File: config.mk
export PLATFORM = sky130hd
export DESIGN_NAME = eeprom_byte_writer
export DESIGN_NICKNAME = d
export VERILOG_FILES = /design/src/rtl/ebw_pkg.sv /design/src/rtl/ebw_ctrl.sv /design/src/rtl/ebw_datapath.sv /design/src/rtl/eeprom_byte_writer.sv
export SDC_FILE = /design/constraint.sdc
export NUM_CORES = 1
export LEC_CHECK = 0
export ABC_AREA = 1
export BUFFER_PORTS_ARGS = -buffer_cell sky130_fd_sc_hd__buf_2
export CORE_MARGIN = 2
export CORE_UTILIZATION = 45
export CTS_BUF_LIST = sky130_fd_sc_hd__clkbuf_4
export DETAILED_ROUTE_END_ITERATION = 8
export PLACE_DENSITY_LB_ADDON = 0.15
export SLEW_MARGIN = 20
export SYNTH_ARGS = -nofsm -noshare
export SYNTH_HDL_FRONTEND = slang
export SYNTH_SLANG_ARGS = --single-unit
File: constraint.sdc
create_clock -name clk -period 1.7 [get_ports clk]
set_input_delay 0.34 -clock clk [delete_from_list [all_inputs] [get_ports clk]]
set_output_delay 0.34 -clock clk [all_outputs]
set_load 0.005 [all_outputs]
File: src/rtl/ebw_pkg.sv
package ebw_pkg;

  localparam int OP_W = 8;
  localparam logic [OP_W-1:0] OP_WREN  = 8'h06;
  localparam logic [OP_W-1:0] OP_WRITE = 8'h02;

  typedef enum logic [2:0] {
    ST_IDLE,
    ST_WEN,
    ST_DESEL,
    ST_WRITE,
    ST_BURN
  } ebwState_t;

  typedef struct packed {
    logic loadWen;    // capture request, load enable opcode
    logic loadWr;     // load write opcode, address and data
    logic xferEn;     // serial clock generation active
    logic loadDesel;  // start deselect interval
    logic loadWait;   // start programming interval
  } ebwStrobes_t;

endpackage

File: src/rtl/ebw_ctrl.sv
module ebw_ctrl
  import ebw_pkg::*;
(
  input  logic        clk,
  input  logic        rstN,
  input  logic        reqValid,
  input  logic        xferDone,
  input  logic        cntZero,
  output ebwStrobes_t strobes,
  output logic        reqReady,
  output logic        csN,
  output logic        done
);

  ebwState_t state, nextState;
  logic      csNReg;

  always_comb begin
    nextState = state;
    strobes   = '0;
    strobes.xferEn = (state == ST_WEN) || (state == ST_WRITE);
    unique case (state)
      ST_IDLE: begin
        if (reqValid) begin
          strobes.loadWen = 1'b1;
          nextState       = ST_WEN;
        end
      end
      ST_WEN: begin
        if (xferDone) begin
          strobes.loadDesel = 1'b1;
          nextState         = ST_DESEL;
        end
      end
      ST_DESEL: begin
        if (cntZero) begin
          strobes.loadWr = 1'b1;
          nextState      = ST_WRITE;
        end
      end
      ST_WRITE: begin
        if (xferDone) begin
          strobes.loadWait = 1'b1;
          nextState        = ST_BURN;
        end
      end
      ST_BURN: begin
        if (cntZero) nextState = ST_IDLE;
      end
      default: nextState = ST_IDLE;
    endcase
  end

  always_ff @(posedge clk or negedge rstN) begin
    if (!rstN) begin
      state  <= ST_IDLE;
      csNReg <= 1'b1;
    end else begin
      state  <= nextState;
      csNReg <= !((nextState == ST_WEN) || (nextState == ST_WRITE));
    end
  end

  assign csN      = csNReg;
  assign reqReady = (state == ST_IDLE);
  assign done     = (state == ST_BURN) && cntZero;

endmodule

File: src/rtl/ebw_datapath.sv
module ebw_datapath
  import ebw_pkg::*;
#(
  parameter int CLK_DIV   = 4,
  parameter int ADDR_W    = 16,
  parameter int DATA_W    = 8,
  parameter int DESEL_CYC = 16,
  parameter int WAIT_CYC  = 250000
) (
  input  logic              clk,
  input  logic              rstN,
  input  ebwStrobes_t       strobes,
  input  logic [ADDR_W-1:0] reqAddr,
  input  logic [DATA_W-1:0] reqData,
  output logic              sck,
  output logic              mosi,
  output logic              xferDone,
  output logic              cntZero
);

  localparam int FRAME_W = OP_W + ADDR_W + DATA_W;
  localparam int BIT_W   = $clog2(FRAME_W + 1);
  localparam int DIV_W   = (CLK_DIV > 1) ? $clog2(CLK_DIV) : 1;
  localparam int MAX_CNT = (DESEL_CYC > WAIT_CYC) ? DESEL_CYC : WAIT_CYC;
  localparam int CNT_W   = (MAX_CNT > 1) ? $clog2(MAX_CNT) : 1;

  logic [FRAME_W-1:0] shiftReg;
  logic [BIT_W-1:0]   bitsLeft;
  logic [ADDR_W-1:0]  addrQ;
  logic [DATA_W-1:0]  dataQ;
  logic               sckReg;
  logic               tick;
  logic [CNT_W-1:0]   cnt;
  logic               anyLoad;

  assign anyLoad = strobes.loadWen || strobes.loadWr;

  // half-period tick generation
  generate
    if (CLK_DIV == 1) begin : g_noDiv
      assign tick = strobes.xferEn;
    end else begin : g_div
      logic [DIV_W-1:0] divCnt;
      always_ff @(posedge clk or negedge rstN) begin
        if (!rstN)                             divCnt <= '0;
        else if (!strobes.xferEn || anyLoad)   divCnt <= '0;
        else if (divCnt == DIV_W'(CLK_DIV - 1)) divCnt <= '0;
        else                                   divCnt <= divCnt + 1'b1;
      end
      assign tick = strobes.xferEn && (divCnt == DIV_W'(CLK_DIV - 1));
    end
  endgenerate

  always_ff @(posedge clk or negedge rstN) begin
    if (!rstN) sckReg <= 1'b0;
    else if (anyLoad || !strobes.xferEn) sckReg <= 1'b0;
    else if (tick) sckReg <= !sckReg;
  end

  always_ff @(posedge clk or negedge rstN) begin
    if (!rstN) begin
      shiftReg <= '0;
      bitsLeft <= '0;
      addrQ    <= '0;
      dataQ    <= '0;
    end else if (strobes.loadWen) begin
      shiftReg <= {OP_WREN, {(FRAME_W - OP_W){1'b0}}};
      bitsLeft <= BIT_W'(OP_W);
      addrQ    <= reqAddr;
      dataQ    <= reqData;
    end else if (strobes.loadWr) begin
      shiftReg <= {OP_WRITE, addrQ, dataQ};
      bitsLeft <= BIT_W'(FRAME_W);
    end else if (tick && sckReg) begin
      shiftReg <= {shiftReg[FRAME_W-2:0], 1'b0};
      bitsLeft <= bitsLeft - 1'b1;
    end
  end

  // interval counter shared by deselect and programming waits
  always_ff @(posedge clk or negedge rstN) begin
    if (!rstN)                  cnt <= '0;
    else if (strobes.loadDesel) cnt <= CNT_W'(DESEL_CYC - 1);
    else if (strobes.loadWait)  cnt <= CNT_W'(WAIT_CYC - 1);
    else if (cnt != '0)         cnt <= cnt - 1'b1;
  end

  assign xferDone = tick && sckReg && (bitsLeft == BIT_W'(1));
  assign cntZero  = (cnt == '0);
  assign sck      = sckReg;
  assign mosi     = shiftReg[FRAME_W-1];

endmodule

File: src/rtl/eeprom_byte_writer.sv
module eeprom_byte_writer
  import ebw_pkg::*;
#(
  parameter int CLK_DIV     = 4,
  parameter int DESEL_SCK   = 2,
  parameter int WAIT_CYCLES = 250000,
  parameter int ADDR_W      = 16,
  parameter int DATA_W      = 8
) (
  input  logic              clk,
  input  logic              rstN,
  input  logic              reqValid,
  output logic              reqReady,
  input  logic [ADDR_W-1:0] reqAddr,
  input  logic [DATA_W-1:0] reqData,
  output logic              spiSck,
  output logic              spiMosi,
  output logic              spiCsN,
  output logic              done
);

  localparam int DESEL_CYC = 2 * DESEL_SCK * CLK_DIV;

  ebwStrobes_t strobes;
  logic        xferDone;
  logic        cntZero;

  ebw_ctrl ctrl_i (
    .clk      (clk),
    .rstN     (rstN),
    .reqValid (reqValid),
    .xferDone (xferDone),
    .cntZero  (cntZero),
    .strobes  (strobes),
    .reqReady (reqReady),
    .csN      (spiCsN),
    .done     (done)
  );

  ebw_datapath #(
    .CLK_DIV   (CLK_DIV),
    .ADDR_W    (ADDR_W),
    .DATA_W    (DATA_W),
    .DESEL_CYC (DESEL_CYC),
    .WAIT_CYC  (WAIT_CYCLES)
  ) dp_i (
    .clk      (clk),
    .rstN     (rstN),
    .strobes  (strobes),
    .reqAddr  (reqAddr),
    .reqData  (reqData),
    .sck      (spiSck),
    .mosi     (spiMosi),
    .xferDone (xferDone),
    .cntZero  (cntZero)
  );

endmodule

[Yosys cells after proc, flatten, opt, wreduce, memory -nomap -nowiden]
Index checks and enable logic that the tools add are counted.
Widths: inputs -> output; s select.
Operators by class
  add/subtract/negate cells: 3
  equality and inequality tests: 8
  multiplexer cells: 26
  reduce and logical (&&, ||, !) cells: 17
Operators by type and width (number)
  $mux 32: 3
  $mux 18: 3
  $logic_not 18->1: 1
  $mux 6: 3
  $reduce_bool 18->1: 1
  $sub 18x1->18 const B: 1
  $mux 3: 5
  $pmux 3 s5: 1
  $eq 3x2->1 const B: 3
  $mux 1: 9
  $eq 3x1->1 const B: 2
  $eq 6x1->1 const B: 1
  $reduce_bool 3->1: 2
  $sub 6x1->6 const B: 1
  $logic_and 1x1->1: 4
  $logic_or 1x1->1: 4
  $mux 2: 2
  $eq 3x3->1 const B: 1
  $logic_not 1->1: 3
  $logic_not 3->1: 1
  $add 2x1->2 const B: 1
  $eq 2x2->1 const B: 1
  $reduce_bool 2->1: 1
Word-level totals
  register bits: 87
  input port bits: 27
  output and inout bits: 5
  logic and storage cells: 63

[Longest topological paths before layout]
Gate-level depths: netlist of run 1.
  depth in word-level cells: 10
  depth in mapped cells: 11
  mapped depth without buffers: 10

[Modules after synthesis]
A second synthesis of run 1 with hierarchy kept.
Second synthesis, totals
  cell total of the unflattened synthesis: 502
  area, all modules: 4108.9 µm²
By module, submodules not included
  ebw_datapath: times used 1, cells each 469, area an instance 3883.7 µm², sequential area each 2077.0 µm²
  ebw_ctrl: times used 1, cells each 33, area an instance 225.2 µm², sequential area each 101.3 µm²

[Least setup slack after synthesis of run 1]
No wires, ideal clock.
  kind: reg2out
  start: reg dp_i.cnt[0]
  end: out done
  arrival time: 1471 ps
  data required time: 1360 ps
  setup slack: -111 ps
  stages on the path, launching flop included: 8
  path buffers: 1
  cells stage by stage: dfrtp_1 -> clkinv_1 -> ha_1 -> nand2_2 -> nor2_8 -> nand3_2 -> buf_2 -> nor3_1
Between the ends
  cells in the longest elaborated chain, start to end: 2
Ends and longest elaborated chain
  start: declaration: RTL line ebw_datapath.sv:33  | logic [CNT_W-1:0] cnt;
  start signal: assignment: RTL line ebw_datapath.sv:83  | else if (strobes.loadDesel) cnt <= CNT_W'(DESEL_CYC - 1);
  start signal: assignment: RTL line ebw_datapath.sv:84  | else if (strobes.loadWait) cnt <= CNT_W'(WAIT_CYC - 1);
  start signal: assignment: RTL line ebw_datapath.sv:85  | else if (cnt != '0) cnt <= cnt - 1'b1;
  $logic_not 18->1: RTL line ebw_datapath.sv:89  | assign cntZero = (cnt == '0);
  $logic_and 1x1->1: RTL line ebw_ctrl.sv:66  | assign done = (state == ST_BURN) && cntZero;
  end: declaration: RTL line eeprom_byte_writer.sv:19  | output logic done
Every way passes these cells.

[Final worst setup path of run 1]
  start: reg dp_i.cnt[5]
  end: out done
The elaborated chain is that of the path after synthesis.

==> metrics.txt, run 1 <==
# TYPE chip_impl_metric gauge
chip_impl_info{name="run_status",value="finished, violations left"} 1
chip_impl_info{name="failing_checks",value="negative setup slack"} 1
chip_impl_info{name="cp_cell_sequence",value="nor2_2 > nand2_2 > nor2_8 > nand3_4 > nor3_2 > buf_2"} 1
chip_impl_metric{name="design_power_total",unit="mW"} 3.349
chip_impl_metric{name="period_needed",unit="ps"} 1929
chip_impl_metric{name="power.density_cell_area",unit="mW/mm^2"} 661.0
chip_impl_metric{name="synth.cell_area",unit="mm^2"} 0.004253
chip_impl_metric{name="detail_route.drc_violations",unit=""} 0
chip_impl_metric{name="syn-mean-instance-area",unit="um^2"} 7.934
chip_impl_metric{name="grt_start_max_net_pins",unit=""} 33
chip_impl_metric{name="post_layout_nonfiller_instances",unit=""} 718
chip_impl_metric{name="post_layout_net_count",unit=""} 633
chip_impl_metric{name="route.antenna.remaining_nets",unit=""} 0
chip_impl_metric{name="max_stage_delay",unit="ps"} 450
chip_impl_metric{name="fin_area",unit="mm^2"} 0.005066
chip_impl_metric{name="fin_crit_sh",unit="%"} 113.5
chip_impl_metric{name="clkLatencyLatePin",unit="ps"} 450
chip_impl_metric{name="placement.io_buffers",unit=""} 31
chip_impl_metric{name="report.final.setup_viol",unit=""} 33
chip_impl_metric{name="crit_path_max_fanout",unit=""} 4
chip_impl_metric{name="critical_path_data_required_time",unit="ps"} 1360
chip_impl_info{name="synth.top_cells.by_area",value="dfrtp_1 (51%), nand2_1 (22%), nand3_1 (4.1%)"} 1
chip_impl_metric{name="clkPwrFrac",unit="%"} 35.7
chip_impl_info{name="synth_largest_area_cell",value="dfrtp_1"} 1
chip_impl_metric{name="clock_tree.htree_level_count",unit=""} 3
chip_impl_metric{name="via_count_of_the_first_global_routing_pass",unit=""} 3336
chip_impl_metric{name="area.growth.synth_to_final",unit="%"} 19.12
chip_impl_metric{name="antenna_found_initial",unit=""} 0
chip_impl_metric{name="io_pins",unit=""} 32
chip_impl_metric{name="die_height",unit="um"} 101.2
chip_impl_metric{name="drive_above_1_share",unit="%"} 20.76
chip_impl_metric{name="p_comb_share",unit="%"} 2.5
chip_impl_info{name="rsz0062_at_grt",value="yes"} 1
chip_impl_metric{name="critPathArrivalTime",unit="ps"} 1590
chip_impl_metric{name="hold_viol",unit=""} 0
chip_impl_metric{name="routed_length_per_instance",unit="um"} 12.91
chip_impl_metric{name="pwr-share-seq",unit="%"} 61.8
chip_impl_metric{name="drt_pass1_iterations",unit=""} 4
chip_impl_metric{name="detailed_place_hpwl",unit="um"} 6013
chip_impl_metric{name="max-clock-path-buffers",unit=""} 2
chip_impl_metric{name="drtIter0Drc",unit=""} 164
chip_impl_metric{name="count_of_buffer_and_inverter_cells_on_the_critical_path",unit=""} 1
chip_impl_metric{name="yosys_warnings",unit=""} 0
chip_impl_metric{name="synth.yosys.seq_area_share",unit="%"} 51.22
chip_impl_info{name="critical_path_class",value="reg2out"} 1
chip_impl_metric{name="power.switching_fraction",unit="%"} 23.42
chip_impl_metric{name="route.detailed.vias_per_inst",unit=""} 4.859
chip_impl_info{name="tritoncts",value="done"} 1
chip_impl_metric{name="timing_max_transition_violations_final",unit=""} 0
chip_impl_info{name="timing.critical_path.from_type",value="flop"} 1
chip_impl_info{name="endpoint_kind",value="output port"} 1
chip_impl_metric{name="grt.total_usage",unit="%"} 19.65
chip_impl_metric{name="global_route_wire_length_before_repair",unit="um"} 15920
chip_impl_metric{name="routed_wl",unit="um"} 9270
chip_impl_metric{name="setup_slack",unit="ps"} -229.5
chip_impl_metric{name="place_congestion",unit=""} 0.8693
chip_impl_metric{name="routed_via_count",unit=""} 3489
chip_impl_metric{name="max-cap-violations",unit=""} 0
chip_impl_metric{name="power.ir.vdd_worst",unit="mV"} 0.3014
chip_impl_metric{name="floorplan.rows",unit=""} 35
chip_impl_metric{name="clock_sink_count",unit=""} 87
chip_impl_metric{name="start_util",unit="%"} 46.24
chip_impl_metric{name="numPlacedInstances",unit=""} 683
chip_impl_metric{name="power_switching",unit="mW"} 0.7843
chip_impl_metric{name="tightestPinTransition",unit="ps"} 403.2
chip_impl_metric{name="die_area",unit="mm^2"} 0.01024
chip_impl_metric{name="grt-ovfl-total",unit=""} 0
chip_impl_metric{name="fin_hold_ws",unit="ps"} 72.79
chip_impl_metric{name="syn-instance-count",unit=""} 536
chip_impl_metric{name="mappedNetlistNets",unit=""} 567
chip_impl_info{name="holdCritPathClass",value="in2reg"} 1
chip_impl_metric{name="dpl-instance-area",unit="mm^2"} 0.004702
chip_impl_info{name="critical_path.top_delay_family",value="simple AND/OR/NAND/NOR gates"} 1
chip_impl_metric{name="tritoncts.num_buffers",unit=""} 9
chip_impl_metric{name="leakagePower",unit="nW"} 2.969
chip_impl_metric{name="synth.lib_cells_used.distinct",unit=""} 35
chip_impl_metric{name="clk_pin_slew",unit="ps"} 150
chip_impl_metric{name="relSlewSlack",unit="%"} 73.02
chip_impl_metric{name="synth.top_cell.area_share",unit="%"} 50.60
chip_impl_info{name="cp_slowest_cell",value="dfrtp_1"} 1
chip_impl_metric{name="internal_dissipation",unit="mW"} 2.564
chip_impl_metric{name="antenna_cells",unit=""} 0
chip_impl_metric{name="fin_tns_setup",unit="ps"} -1330
chip_impl_info{name="root_buffer",value="clkbuf_4"} 1
chip_impl_metric{name="core_area",unit="mm^2"} 0.009196
chip_impl_metric{name="final.setup_skew",unit="ps"} 16.13
chip_impl_metric{name="max_fclk",unit="MHz"} 518.3
chip_impl_metric{name="die-width",unit="um"} 101.2
chip_impl_metric{name="synth.ff_latch_count",unit=""} 87
[registers in the layout, summed over array words and instances, names as in the netlist]
signal,flops
ctrl_i.state,3
dp_i.g_div.divCnt,2
dp_i.dataQ,8
dp_i.sck,1
dp_i.shiftReg,32
dp_i.addrQ,16
dp_i.cnt,18
dp_i.bitsLeft,6
ctrl_i.csN,1
[area by class of cell]
type | count | area (um^2)
repair buffers | 73 | 584.3
clock buffers | 10 | 75.07
inverters | 33 | 127.6
fillers | 881 | 4130
multi-input cells | 398 | 1901
well taps | 111 | 138.9
flip-flops and latches | 87 | 2180
clock inverters | 6 | 60.06
[synth_stat cells]
cell type,count
nor2_2,5
o21bai_1,1
o21ai_1,1
or2_2,1
nor3b_1,1
dfstp_2,1
nor2_4,2
nand3_4,1
buf_2,10
buf_6,5
o211ai_1,1
nand3_1,35
inv_2,8
xnor2_1,1
clkbuf_1,2
dfrtp_1,86
nand3_2,2
nand4_1,7
nor2_1,36
a21oi_2,1
nor3_1,6
ha_1,4
a21oi_4,1
a31oi_1,1
xor2_1,10
nand2_2,2
nand4_4,1
o31ai_1,1
o21ai_0,9
nand2_1,254
nor2_8,2
buf_4,2
a21oi_1,11
inv_1,24
clkinv_1,1
[path summary, 6_finish.rpt]
check,from,end,slack (ps),cells after the start
min in group asynchronous,rstN,dp_i.cnt[13],320,2
worst min-delay path,reqAddr[15],dp_i.addrQ[15],70,3
max in group asynchronous,rstN,dp_i.dataQ[6],890,3
worst max-delay path,dp_i.cnt[5],done,-230,6
worst max register to register,dp_i.cnt[5],dp_i.shiftReg[13],-50,10
worst min register to register,dp_i.g_div.divCnt[0],dp_i.g_div.divCnt[0],450,1
[worst reg2reg max path: stages, from the launching register on]
cell,delay (ps)
dfrtp_1,450
nor2_2,160
nand2_2,100
nor2_8,110
buf_4,150
nand4_4,170
nand3_4,170
inv_4,60
clkbuf_16,170
nand2_1,60
nand2_1,50
[metal layers]
metal | routed length, um | track usage, %
met3 | 242 | 3.313
met5 | 0 | 0
met1 | 4745 | 28.19
met4 | 140 | 7.380
met2 | 4142 | 30.11
[stage by stage]
| stage | setup WS (ps) | util (%) |
|---|---|---|
| 6_report | -229.5 | 55.09 |
| 3_5_place_dp | 12.85 | 51.13 |
| 5_1_grt | -309.9 | 55.09 |
| 2_1_floorplan | 4.986 | - |
| 4_1_cts | -279.6 | 53.76 |
| 3_3_place_gp | 52.59 | 51.13 |
[cells by family after synthesis]
group / count (synthesis) / share of synthesized area (%)
compound gates: 27 / 3.737
flops: 87 / 51.22
buf+inv: 52 / 5.943
fa+ha+maj: 4 / 1.177
xor+xnor: 11 / 2.265
simple gates: 355 / 35.66
[power by group through the flow]
stage                     clock [mW]  sequential (mW)  combinational, mW
after floorplan                    0             2.11        0.000000912
after global placement             0             2.11             0.0837
after detailed placement           0             2.11             0.0853
after CTS                       1.22             2.07             0.0874
after global routing            1.32             2.07             0.0959
final                           1.20             2.07             0.0829
[timing repair]
item / 4_1_cts / 5_1_grt
buffers inserted: 8 / 9
hold buffers: 1 / 0
pin swaps: 4 / 7
gates cloned: 0 / 2
setup endpoints to repair: 5 / 49
endpoints found under the hold margin: 20 / 0
gates resized for setup: 10 / 7
[placed cells by master (no fill, tap or decap), types with 2 or more instances in the layout]
cell type	Yosys	routed
dfrtp_1	86	85
buf_12	0	7
nor2_1	36	33
clkbuf_4	0	10
a21oi_1	11	11
inv_1	24	23
inv_2	8	8
nand3_4	1	3
nand2_2	2	4
ha_1	4	3
nand3_1	35	35
buf_2	10	30
nor3_1	6	5
buf_4	2	33
xor2_1	10	10
nor2_8	2	2
nor2_2	5	5
nand2_1	254	251
clkinv_2	0	3
nor2_4	2	6
o21ai_0	9	9
nand4_1	7	7
No activity file was read; power rests on OpenSTA's default activity.
==> inputs of run 2 (changes only) <==
==> constraint.sdc (replaced) <==
create_clock -name clk -period 1.7 [get_ports clk]
set_input_delay 0.425 -clock clk [delete_from_list [all_inputs] [get_ports clk]]
set_output_delay 0.425 -clock clk [all_outputs]
set_load 0.005 [all_outputs]
==> metrics.txt, run 2 (synthesis results as in run 1) <==
# TYPE chip_impl_metric gauge
chip_impl_metric{name="clock_sink_count",unit=""} 87
chip_impl_info{name="final_cell_mix",value="nand2_1 (246), dfrtp_1 (86), nand3_1 (35)"} 1
chip_impl_metric{name="period_needed",unit="ps"} 1984
chip_impl_metric{name="place_congestion",unit=""} 0.8496
chip_impl_metric{name="fill_cells",unit=""} 863
chip_impl_metric{name="reg2reg_setup_slack",unit="ps"} -220
chip_impl_metric{name="clkLatencyLatePin",unit="ps"} 460
chip_impl_metric{name="die_height",unit="um"} 101.2
chip_impl_metric{name="numPlacedInstances",unit=""} 684
chip_impl_metric{name="floorplan.rows",unit=""} 35
chip_impl_metric{name="leakagePower",unit="nW"} 3.042
chip_impl_info{name="cp_slowest_cell",value="dfrtp_1"} 1
chip_impl_metric{name="tritoncts.num_buffers",unit=""} 9
chip_impl_metric{name="area.growth.synth_to_final",unit="%"} 22.80
chip_impl_metric{name="route.antenna.remaining_nets",unit=""} 0
chip_impl_metric{name="detail_route.drc_violations",unit=""} 0
chip_impl_metric{name="post_layout_net_count",unit=""} 639
chip_impl_metric{name="grt.total_usage",unit="%"} 20.01
chip_impl_info{name="hp-start",value="reqAddr[5]"} 1
chip_impl_info{name="reg2reg_to",value="dp_i.shiftReg[7]"} 1
chip_impl_metric{name="placement.io_buffers",unit=""} 31
chip_impl_metric{name="detailed_place_hpwl",unit="um"} 6279
chip_impl_metric{name="critical_path_data_required_time",unit="ps"} 1270
chip_impl_metric{name="max-cap-violations",unit=""} 0
chip_impl_info{name="failing_checks",value="negative setup slack"} 1
chip_impl_metric{name="clock_tree.htree_level_count",unit=""} 3
chip_impl_metric{name="pre_cts_ws",unit="ps"} 25.95
chip_impl_metric{name="routed_wl",unit="um"} 10080
chip_impl_metric{name="worst_r2r_path_cells",unit=""} 11
chip_impl_metric{name="clk_pin_slew",unit="ps"} 150
chip_impl_metric{name="post_layout_nonfiller_instances",unit=""} 723
chip_impl_info{name="timing.critical_path.from_type",value="flop"} 1
chip_impl_info{name="root_buffer",value="clkbuf_4"} 1
chip_impl_metric{name="global_route_wire_length_before_repair",unit="um"} 16320
chip_impl_metric{name="hold_viol",unit=""} 0
chip_impl_metric{name="io_pins",unit=""} 32
chip_impl_metric{name="routed_length_per_instance",unit="um"} 13.95
chip_impl_metric{name="die-width",unit="um"} 101.2
chip_impl_metric{name="route.detailed.vias_per_inst",unit=""} 4.988
chip_impl_metric{name="min_delay_path_depth",unit=""} 3
chip_impl_metric{name="die_area",unit="mm^2"} 0.01024
chip_impl_metric{name="fin_crit_sh",unit="%"} 116.7
chip_impl_metric{name="tightestPinTransition",unit="ps"} 377.4
chip_impl_metric{name="timing_max_transition_violations_final",unit=""} 0
chip_impl_info{name="run_status",value="finished, violations left"} 1
chip_impl_metric{name="max_fclk",unit="MHz"} 503.9
chip_impl_metric{name="grt-ovfl-total",unit=""} 0
chip_impl_info{name="largestRegisters",value="dp_i.shiftReg: 32 flops, dp_i.cnt: 18 flops, dp_i.addrQ: 16 flops"} 1
chip_impl_metric{name="core_area",unit="mm^2"} 0.009196
chip_impl_info{name="rr_startpoint",value="dp_i.cnt[0]"} 1
chip_impl_info{name="holdCritPathClass",value="in2reg"} 1
chip_impl_info{name="critical_path_class",value="reg2out"} 1
chip_impl_metric{name="report.final.setup_viol",unit=""} 39
chip_impl_info{name="cp_cell_sequence",value="clkinv_2 > ha_4 > nand2_4 > nor2_8 > nand3_4 > nor3_2 > buf_2"} 1
chip_impl_info{name="endpoint_kind",value="output port"} 1
chip_impl_metric{name="drtIter0Drc",unit=""} 133
chip_impl_metric{name="grt_start_max_net_pins",unit=""} 39
chip_impl_metric{name="antenna_found_initial",unit=""} 0
chip_impl_metric{name="power.ir.vdd_worst",unit="mV"} 0.3262
chip_impl_metric{name="critPathArrivalTime",unit="ps"} 1560
chip_impl_info{name="tritoncts",value="done"} 1
chip_impl_metric{name="relSlewSlack",unit="%"} 74.84
chip_impl_info{name="critical_path.top_delay_family",value="flip-flops"} 1
chip_impl_metric{name="final_core_util",unit="%"} 56.79
chip_impl_info{name="rsz0062_at_grt",value="yes"} 1
chip_impl_metric{name="drt_pass1_iterations",unit=""} 4
chip_impl_metric{name="setup_slack",unit="ps"} -284.5
chip_impl_metric{name="via_count_of_the_first_global_routing_pass",unit=""} 3594
chip_impl_info{name="top_register",value="dp_i.shiftReg"} 1
chip_impl_info{name="most_frequent_standard_cell_in_the_layout_excluding_fill_and_tap_cells",value="nand2_1"} 1
chip_impl_metric{name="fin_tns_setup",unit="ps"} -5899
chip_impl_metric{name="power.density_cell_area",unit="mW/mm^2"} 647.1
chip_impl_metric{name="final.setup_skew",unit="ps"} 20.97
chip_impl_metric{name="max_reg_flops",unit=""} 32
chip_impl_metric{name="crit_path_max_fanout",unit=""} 3
chip_impl_info{name="timing.hold.worst_endpoint",value="dp_i.addrQ[5]"} 1
chip_impl_metric{name="routed_via_count",unit=""} 3606
chip_impl_metric{name="max-clock-path-buffers",unit=""} 2
chip_impl_metric{name="count_of_buffer_and_inverter_cells_on_the_critical_path",unit=""} 2
chip_impl_metric{name="drive_above_1_share",unit="%"} 23.20
chip_impl_metric{name="start_util",unit="%"} 46.24
chip_impl_metric{name="antenna_cells",unit=""} 0
chip_impl_metric{name="max_stage_delay",unit="ps"} 410
## run 2: changes by cell type in the layout (fill, tap and decap cells not counted), moves of 5 or more
| cell | previous run | this run |
|---|---|---|
| buf_6 | 1 | 6 |
| nand2_1 | 251 | 246 |
| nor2_1 | 33 | 28 |
| nor2_2 | 5 | 10 |
## run 2: area by class of cell
type | instances | area [um^2] | area share (%)
clock buffer | 9 | 67.56 | 1.294
clock inverter | 6 | 70.07 | 1.342
inverter | 33 | 132.6 | 2.540
multi-input combinational | 397 | 1924 | 36.85
sequential | 87 | 2178 | 41.71
tap | 111 | 138.9 | 2.659
timing repair buffer | 80 | 710.7 | 13.61
## run 2: per-stage QoR
stage,hold WS (ps),power [mW],instance area [um^2]
after global routing,157.7,3.493,5223
after detailed placement,378.4,2.192,4702
after CTS,151.1,3.408,4979
after floorplan,129.4,2.109,4274
final,156.9,3.380,5223
after global placement,378.5,2.192,4702
## run 2: layer usage
metal / GRT usage [%] / wire [um] / vias up
li1: - / - / 1807
met2: 32.71 / 4732 / 66
met3: 2.830 / 336 / 19
met4: 7.692 / 180 / 0
met5: 0 / 0 / -
met1: 27.18 / 4833 / 1714
## run 2: worst max path at each step
stage | startpoint | slack [ps] | cells after the start | to
2_1_floorplan | dp_i.cnt[0] | 0.5 | 7 | done
3_3_place_gp | dp_i.cnt[7] | 70 | 6 | done
3_5_place_dp | dp_i.cnt[4] | 30 | 9 | dp_i.cnt[12]
4_1_cts | dp_i.cnt[1] | -290 | 7 | done
5_1_grt | dp_i.cnt[8] | -390 | 6 | done
6_report | dp_i.cnt[0] | -280 | 7 | done
## run 2: report_power, final
group	internal, mW	switching [mW]	total (mW)
Combinational	0.0319	0.0492	0.0811
Clock	0.450	0.778	1.23
Sequential	2.07	0	2.07
Total	2.55	0.828	3.38
## run 2: what timing repair did
action                     4_1_cts  5_1_grt
hold buffers                     1        0
hold endpoints to repair        24        0
gates cloned                     0        6
buffers inserted                12        5
setup endpoints to repair        6       45
pin swaps                        6        8
gates resized for setup         11       29
## run 2: worst register-to-register path: stages, from the launching register on
cell,delay (ps)
dfrtp_1,410
clkinv_2,70
ha_4,150
nand2_4,70
nor2_8,130
buf_4,120
buf_6,90
nand4_4,180
a21oi_4,340
clkbuf_16,220
nand2_1,50
nand2_1,50
==> inputs of run 3 (changes only) <==
--- a/config.mk
+++ b/config.mk
@@ -7,8 +7,10 @@
 export LEC_CHECK = 0
 export ABC_AREA = 1
 export BUFFER_PORTS_ARGS = -buffer_cell sky130_fd_sc_hd__buf_2
+export CELL_PAD_IN_SITES_DETAIL_PLACEMENT = 0
+export CELL_PAD_IN_SITES_GLOBAL_PLACEMENT = 1
 export CORE_MARGIN = 2
-export CORE_UTILIZATION = 45
+export CORE_UTILIZATION = 42
 export CTS_BUF_LIST = sky130_fd_sc_hd__clkbuf_4
 export DETAILED_ROUTE_END_ITERATION = 8
 export PLACE_DENSITY_LB_ADDON = 0.15
==> metrics.txt, run 3 (synthesis results as in run 1) <==
# TYPE chip_impl_metric gauge
chip_impl_metric{name="report.final.setup_viol",unit=""} 24
chip_impl_info{name="final_cell_mix",value="nand2_1 (238), dfrtp_1 (86), buf_4 (39)"} 1
chip_impl_metric{name="final_core_util",unit="%"} 54.69
chip_impl_info{name="timing.hold.worst_endpoint",value="dp_i.addrQ[7]"} 1
chip_impl_metric{name="routed_via_count",unit=""} 3578
chip_impl_info{name="largestRegisters",value="dp_i.shiftReg: 32 flops, dp_i.cnt: 18 flops, dp_i.addrQ: 16 flops"} 1
chip_impl_metric{name="max_fclk",unit="MHz"} 502.0
chip_impl_info{name="critical_path_class",value="reg2out"} 1
chip_impl_metric{name="pre_cts_ws",unit="ps"} 38.90
chip_impl_metric{name="clkLatencyLatePin",unit="ps"} 440
chip_impl_metric{name="crit_path_max_fanout",unit=""} 2
chip_impl_metric{name="routed_wl",unit="um"} 10040
chip_impl_metric{name="grt-ovfl-total",unit=""} 0
chip_impl_metric{name="die_height",unit="um"} 104.6
chip_impl_metric{name="antenna_cells",unit=""} 0
chip_impl_metric{name="max_reg_flops",unit=""} 32
chip_impl_metric{name="hold_viol",unit=""} 0
chip_impl_metric{name="max-clock-path-buffers",unit=""} 2
chip_impl_metric{name="route.detailed.vias_per_inst",unit=""} 4.733
chip_impl_info{name="cp_cell_sequence",value="nor2_2 > nand2_1 > nor2_4 > nand3_4 > nor3_2 > buf_2"} 1
chip_impl_metric{name="tightestPinTransition",unit="ps"} 495.5
chip_impl_info{name="maxUsedRoutingLayer",value="met4"} 1
chip_impl_metric{name="core_area",unit="mm^2"} 0.009819
chip_impl_metric{name="floorplan.rows",unit=""} 36
chip_impl_metric{name="clock_sink_count",unit=""} 87
chip_impl_metric{name="routed_length_per_instance",unit="um"} 13.29
chip_impl_metric{name="leakagePower",unit="nW"} 3.077
chip_impl_metric{name="worst_r2r_path_cells",unit=""} 12
chip_impl_metric{name="io_pins",unit=""} 32
chip_impl_metric{name="placement.io_buffers",unit=""} 31
chip_impl_metric{name="global_route_wire_length_before_repair",unit="um"} 16290
chip_impl_metric{name="drtIter0Drc",unit=""} 128
chip_impl_metric{name="final.setup_skew",unit="ps"} 24.34
chip_impl_metric{name="setup_slack",unit="ps"} -292.2
chip_impl_info{name="cp_slowest_cell",value="dfrtp_1"} 1
chip_impl_metric{name="area.growth.synth_to_final",unit="%"} 26.27
chip_impl_metric{name="via_count_of_the_first_global_routing_pass",unit=""} 3455
chip_impl_info{name="hp-start",value="reqAddr[7]"} 1
chip_impl_metric{name="place_congestion",unit=""} 0.8578
chip_impl_metric{name="grt_start_max_net_pins",unit=""} 88
chip_impl_metric{name="power.density_cell_area",unit="mW/mm^2"} 604.0
chip_impl_info{name="run_status",value="finished, violations left"} 1
chip_impl_metric{name="max_stage_delay",unit="ps"} 420
chip_impl_metric{name="antenna_found_initial",unit=""} 0
chip_impl_metric{name="period_needed",unit="ps"} 1992
chip_impl_info{name="rr_startpoint",value="dp_i.cnt[9]"} 1
chip_impl_metric{name="power.ir.vdd_worst",unit="mV"} 0.2965
chip_impl_info{name="root_buffer",value="clkbuf_4"} 1
chip_impl_metric{name="die_area",unit="mm^2"} 0.01095
chip_impl_metric{name="route.antenna.remaining_nets",unit=""} 0
chip_impl_info{name="endpoint_kind",value="output port"} 1
chip_impl_metric{name="timing_max_transition_violations_final",unit=""} 0
chip_impl_metric{name="tritoncts.num_buffers",unit=""} 9
chip_impl_info{name="failing_checks",value="negative setup slack"} 1
chip_impl_metric{name="reg2reg_setup_slack",unit="ps"} -80
chip_impl_metric{name="critPathArrivalTime",unit="ps"} 1570
chip_impl_info{name="holdCritPathClass",value="in2reg"} 1
chip_impl_metric{name="grt.total_usage",unit="%"} 18.40
chip_impl_metric{name="start_util",unit="%"} 43.31
chip_impl_metric{name="detailed_place_hpwl",unit="um"} 6169
chip_impl_metric{name="wl_met2",unit="um"} 4496
chip_impl_metric{name="clk_pin_slew",unit="ps"} 170
chip_impl_metric{name="relSlewSlack",unit="%"} 66.96
chip_impl_metric{name="m1WireLength",unit="um"} 5149
chip_impl_metric{name="die-width",unit="um"} 104.6
chip_impl_metric{name="drt_pass1_iterations",unit=""} 4
chip_impl_metric{name="fin_crit_sh",unit="%"} 117.2
chip_impl_metric{name="drive_above_1_share",unit="%"} 25.52
chip_impl_info{name="reg2reg_to",value="dp_i.shiftReg[0]"} 1
chip_impl_metric{name="critical_path_data_required_time",unit="ps"} 1270
chip_impl_metric{name="clock_tree.htree_level_count",unit=""} 3
chip_impl_info{name="rsz0062_at_grt",value="yes"} 1
chip_impl_info{name="top_register",value="dp_i.shiftReg"} 1
chip_impl_metric{name="dr_wl_met3",unit="um"} 293
chip_impl_metric{name="min_delay_path_depth",unit=""} 3
chip_impl_metric{name="detail_route.drc_violations",unit=""} 0
chip_impl_metric{name="post_layout_net_count",unit=""} 649
chip_impl_info{name="most_frequent_standard_cell_in_the_layout_excluding_fill_and_tap_cells",value="nand2_1"} 1
chip_impl_info{name="timing.critical_path.from_type",value="flop"} 1
chip_impl_info{name="tritoncts",value="done"} 1
chip_impl_metric{name="max-cap-violations",unit=""} 0
run 3: changes by cell type in the layout (fill, tap and decap cells not counted), sizes merged:
| cell | delta |
|---|---|
| clkinv | +3 |
| buf | +11 |
| clkinvlp | +1 |
| bufinv | -1 |
| inv | -3 |
run 3: routing by layer:
metal  track usage, %  vias to the layer above
met5                0                        -
met4            5.143                        0
met3            3.119                       10
met2            29.27                       56
met1            26.03                     1679
li1                 -                     1833
run 3: worst max path at each step:
| stage | from | slack, ps | end |
|---|---|---|---|
| floorplan | dp_i.cnt[0] | 0.5 | done |
| global placement | dp_i.cnt[1] | 60 | done |
| detailed placement | dp_i.cnt[1] | 40 | done |
| CTS | dp_i.cnt[1] | -310 | done |
| global route | dp_i.cnt[9] | -440 | done |
| finish | dp_i.cnt[9] | -290 | done |
run 3: report_power, final:
group | internal, mW | switching [mW] | total (mW)
Sequential | 2.07 | 0 | 2.07
Clock | 0.321 | 0.778 | 1.10
Combinational | 0.0274 | 0.0474 | 0.0748
run 3: worst max-delay path: cells and delay by family, from the launching register on:
| kind | cells | cell delay (ps) |
|---|---|---|
| flops | 1 | 420 |
| buf+inv | 1 | 130 |
| simple gates | 5 | 600 |
run 3: through the flow:
| stage | instance area (um^2) | hold slack, ps | total power [mW] | setup TNS (ps) | instances |
|---|---|---|---|---|---|
| 6_report | 5370 | 146.2 | 3.244 | -956.4 | 756 |
| 5_1_grt | 5370 | 138.2 | 3.359 | -6256 | 756 |
| 4_1_cts | 5011 | 129.7 | 3.274 | -323.9 | 739 |
| 3_5_place_dp | 4782 | 426.6 | 2.186 | 0 | 713 |
| 3_3_place_gp | 4782 | 424.9 | 2.187 | 0 | 713 |
| 2_1_floorplan | 4274 | 129.4 | 2.109 | 0 | 536 |
run 3: layout make-up:
class	count	area, um^2
Multi-Input combinational cell	397	1956
Tap cell	133	166.4
Sequential cell	87	2178
Inverter	33	142.6
Timing Repair Buffer	90	804.5
Clock inverter	6	47.55
Clock buffer	10	75.07
Fill cell	978	4449
run 3: what timing repair did:
item | in CTS | in global routing
gates resized for setup | 7 | 52
hold endpoints to repair | 1 | 0
setup endpoints to repair | 2 | 41
pin swaps | 5 | 8
hold buffers | 1 | 0
setup buffers | 9 | 15
gates cloned | 0 | 3
